<file path="config.mk">
export PLATFORM = sky130hd
export DESIGN_NAME = cordic_lin_div
export DESIGN_NICKNAME = d
export VERILOG_FILES = /design/src/rtl/cordic_lin_div.sv
export SDC_FILE = /design/constraint.sdc
export NUM_CORES = 2
export LEC_CHECK = 0
export ABC_AREA = 1
export BUFFER_PORTS_ARGS = -buffer_cell sky130_fd_sc_hd__buf_4
export CORE_ASPECT_RATIO = 0.6
export CORE_MARGIN = 10
export CORE_UTILIZATION = 50
export CTS_CLUSTER_DIAMETER = 40
export CTS_CLUSTER_SIZE = 10
export DETAILED_ROUTE_END_ITERATION = 10
export GPL_TIMING_DRIVEN = 0
export PLACE_DENSITY = 0.77
export SETUP_SLACK_MARGIN = 0.5
export SLEW_MARGIN = 25
export SYNTH_ARGS = -nofsm -noshare
export SYNTH_HDL_FRONTEND = slang
export SYNTH_SLANG_ARGS = --single-unit
</file>
<file path="constraint.sdc">
create_clock -name clk -period 26.6 [get_ports clk]
set_input_delay 1.33 -clock clk [delete_from_list [all_inputs] [get_ports clk]]
set_output_delay 1.33 -clock clk [all_outputs]
set_load 0.01 [all_outputs]
</file>
<file path="src/rtl/cordic_lin_div.sv">
`timescale 1ns/1ps
module cordic_lin_div #(
  parameter int XW     = 29,
  parameter int ZW     = 28,
  parameter int FRAC   = 25,
  parameter int STAGES = 22,
  parameter int GRP    = 4
) (
  input  logic          clk,
  input  logic          rst_n,
  input  logic          in_valid,
  input  logic [XW-1:0] in_y,
  input  logic [XW-1:0] in_x,
  output logic          out_valid,
  output logic [ZW-1:0] out_q,
  output logic          out_dz
);
  localparam int LAT = (STAGES + GRP - 1) / GRP;

  logic signed [XW-1:0] ys [0:STAGES];
  logic signed [XW-1:0] xs [0:STAGES];
  logic signed [ZW-1:0] zs [0:STAGES];
  logic                 vs [0:STAGES];
  logic                 ds [0:STAGES];

  assign ys[0] = in_y;
  assign xs[0] = in_x;
  assign zs[0] = '0;
  assign vs[0] = in_valid;
  assign ds[0] = (in_x == '0);

  for (genvar k = 0; k < STAGES; k++) begin : g_it
    localparam logic [ZW-1:0] WT = ZW'(1) << (FRAC - k);
    logic signed [XW-1:0] xsh;
    logic                 up;
    logic [XW-1:0]        ynext;
    logic [ZW-1:0]        znext;

    assign xsh   = xs[k] >>> k;
    assign up    = ys[k][XW-1] ^ xs[k][XW-1];
    assign ynext = ys[k] + (up ? xsh : ~xsh) + {{(XW-1){1'b0}}, ~up};
    assign znext = zs[k] + (up ? ~WT : WT) + {{(ZW-1){1'b0}}, up};

    if (((k + 1) % GRP == 0) || (k == STAGES - 1)) begin : g_reg
      always_ff @(posedge clk or negedge rst_n) begin
        if (!rst_n) begin
          ys[k+1] <= '0;
          xs[k+1] <= '0;
          zs[k+1] <= '0;
          vs[k+1] <= 1'b0;
          ds[k+1] <= 1'b0;
        end else begin
          ys[k+1] <= ynext;
          xs[k+1] <= xs[k];
          zs[k+1] <= znext;
          vs[k+1] <= vs[k];
          ds[k+1] <= ds[k];
        end
      end
    end else begin : g_comb
      assign ys[k+1] = ynext;
      assign xs[k+1] = xs[k];
      assign zs[k+1] = znext;
      assign vs[k+1] = vs[k];
      assign ds[k+1] = ds[k];
    end
  end

  assign out_valid = vs[STAGES];
  assign out_q     = zs[STAGES];
  assign out_dz    = ds[STAGES];
endmodule

</file>
==> flow_metrics.tcl <==
set metrics [dict create \
    syn_avg_cell_area_um2 7.86 \
    grt_max_degree 99 \
    min_path_type "reg -> reg" \
    first_global_vias 47100 \
    period_needed_ns 17.23 \
    cpPeakStageDelay_ns 0.81 \
    drc 0 \
    drv_cap 0 \
    cts_made_buffers 66 \
    ys_warn_count 0 \
    crit_family "simple AND/OR/NAND/NOR gates" \
    first_pass_iters 6 \
    final.setup.tns_ns 0 \
    worstMarginPinSlew_ns 1.03 \
    die_w_um 457 \
    worst_path_most_repeated_cell "nand2_1" \
    start_kind "flip-flop" \
    grt_overflow_total 0 \
    hold_buffers 0 \
    cts_htree_levels 3 \
    drt-initial-drc-count 3752 \
    crit_type "reg -> reg" \
    gp_congestion 0.947 \
    max_freq_mhz 58.0 \
    cts_tree "done" \
    cts.sinks 406 \
    ctsResizeCount 0 \
    clk_pin_slew_ns 0.05 \
    slew_viol_final 0 \
    critPathBufInv 11 \
    wirelength_um 144000 \
    setup_viol 0 \
    antenna_found_initial 2 \
    clock_path_buffers 3 \
    grt_pass1_wl_um 239000 \
    start_util 0.502 \
    clock_latency_ns 0.64 \
    vias_per_cell 5.36 \
    root_buffer "clkbuf_16" \
    synthArstFlopShare 1.00 \
    hold_viol_final 0 \
    synthesis.instances 7287 \
    diodes 0 \
    synth_cell_types 60 \
    io_buffers 90 \
    synthFlopType "dfrtp_1" \
    worstPathRequired_ns 27.10 \
    synth.cell_area_mm2 0.0572 \
    cp-end-kind "flip-flop" \
    nNetsFinal 8594 \
    core_area_mm2 0.114 \
    crit_fanout 21 \
    grt_setup_unrepaired "no" \
    place_hpwl_um 122000 \
    seq_area_frac_synth 0.177 \
    fin_crit_sh 0.648 \
    dr_total_vias 48300 \
    dieArea_mm2 0.129 \
    status "finished, final reports clean" \
    ios 91 \
    layout-drive-gt1-share 0.0496 \
    area_delta_synth_final_pct 8.62 \
    slew_headroom 0.315 \
    grt_usage 0.222 \
    arrival_ns 17.73 \
    detail_route.wl_per_cell_um 16.0 \
    synth_edf_count 0 \
    ys_ff_latch 406 \
    skew_ns 0.0273 \
    cpMaxStageDelayCell "buf_1" \
    die_h_um 282 \
    num_rows 96 \
    post_cts_buffers 0 \
    syn_nets 8428 \
    drt.antenna.violating_nets 0 \
]
==> metal layers <==
metal,vias up,GRT usage,wire length (um)
li1,24000,-,-
met1,22800,0.326,71500
met2,1369,0.349,61400
met3,183,0.0245,8620
met4,0,0.0511,3040
met5,-,0,0
==> kinds of logic after synthesis <==
logic type	Yosys count	synth area share
AO/OA/AOI/OAI	1387	0.136
XOR/XNOR	1070	0.164
adder cells (fa/ha/maj)	1080	0.283
buffers and inverters	1246	0.0843
flip-flops	406	0.177
AND/OR/NAND/NOR	2098	0.155
==> area by class of cell <==
class | count | area (um^2)
Buffer | 80 | 470
Clock buffer | 74 | 1730
Clock inverter | 34 | 407
Fill cell | 10400 | 51800
Inverter | 1166 | 4380
Multi-Input combinational cell | 5635 | 42300
Sequential cell | 406 | 10200
Tap cell | 1519 | 1900
Timing Repair Buffer | 98 | 873
==> per-stage QoR <==
stage	hold WS, ns	area [um^2]	cells	util	setup WS, ns
global placement	0.331	59800	8896	0.525	8.42
CTS	0.347	62200	9012	0.545	9.03
finish	0.344	62200	9012	0.545	9.37
detailed placement	0.335	60000	8904	0.527	8.90
floorplan	0.331	57200	7287	-	12.11
global route	0.358	62200	9012	0.545	7.65
==> path summary, 6_finish.rpt <==
path,end,start,cells past startpoint,slack (ns)
hold reg to reg,vs[1],vs[3],0,0.34
max in group asynchronous,g_it[4].xsh[22],rst_n,3,24.63
setup / recovery,zs[306],g_it[10].xsh[18],82,9.37
min in group asynchronous,out_q[0],rst_n,1,0.62
hold / removal,vs[1],vs[3],0,0.34
setup reg to reg,zs[306],g_it[10].xsh[18],82,9.37
==> flip-flops by register name, summed over array words and instances (netlist names) <==
| name | flops |
|---|---|
| ys | 145 |
| zs | 136 |
| g_it.xsh | 85 |
| out_q | 28 |
| ds | 5 |
| vs | 5 |
| out_dz | 1 |
| out_valid | 1 |
==> worst register-to-register path, delay by kind of cell, from the launching register on <==
| kind | cells | cell delay (ns) |
|---|---|---|
| flip-flops | 1 | 0.56 |
| adder cells (fa/ha/maj) | 7 | 3.17 |
| AO/OA/AOI/OAI | 22 | 3.74 |
| AND/OR/NAND/NOR | 38 | 5.13 |
| buffers and inverters | 11 | 3.94 |
| XOR/XNOR | 4 | 0.56 |
==> cells in the final DEF (no fill, tap or decap), drive strengths merged, types with 255 or more instances in the layout <==
cell type	n
nand2	1277
inv	1175
xor2	825
a21oi	734
ha	723
dfrtp	406
nor2	388
fa	357
o21ai	331
nand3	255
==> cell usage after synthesis (all sizes together) (63+ instances only) <==
master | number | area share
ha | 723 | 0.16
buf | 63 | 0.0067
fa | 357 | 0.12
nor2 | 388 | 0.026
nand2 | 1277 | 0.086
a21oi | 734 | 0.065
inv | 1165 | 0.076
o21ai | 331 | 0.030
nand3 | 255 | 0.024
xnor2 | 245 | 0.037
xor2 | 825 | 0.13
dfrtp | 406 | 0.18
Power is left out: the tool's default activity adds up to more than one toggle a clock period on the data nets, which glitch-free logic cannot reach.
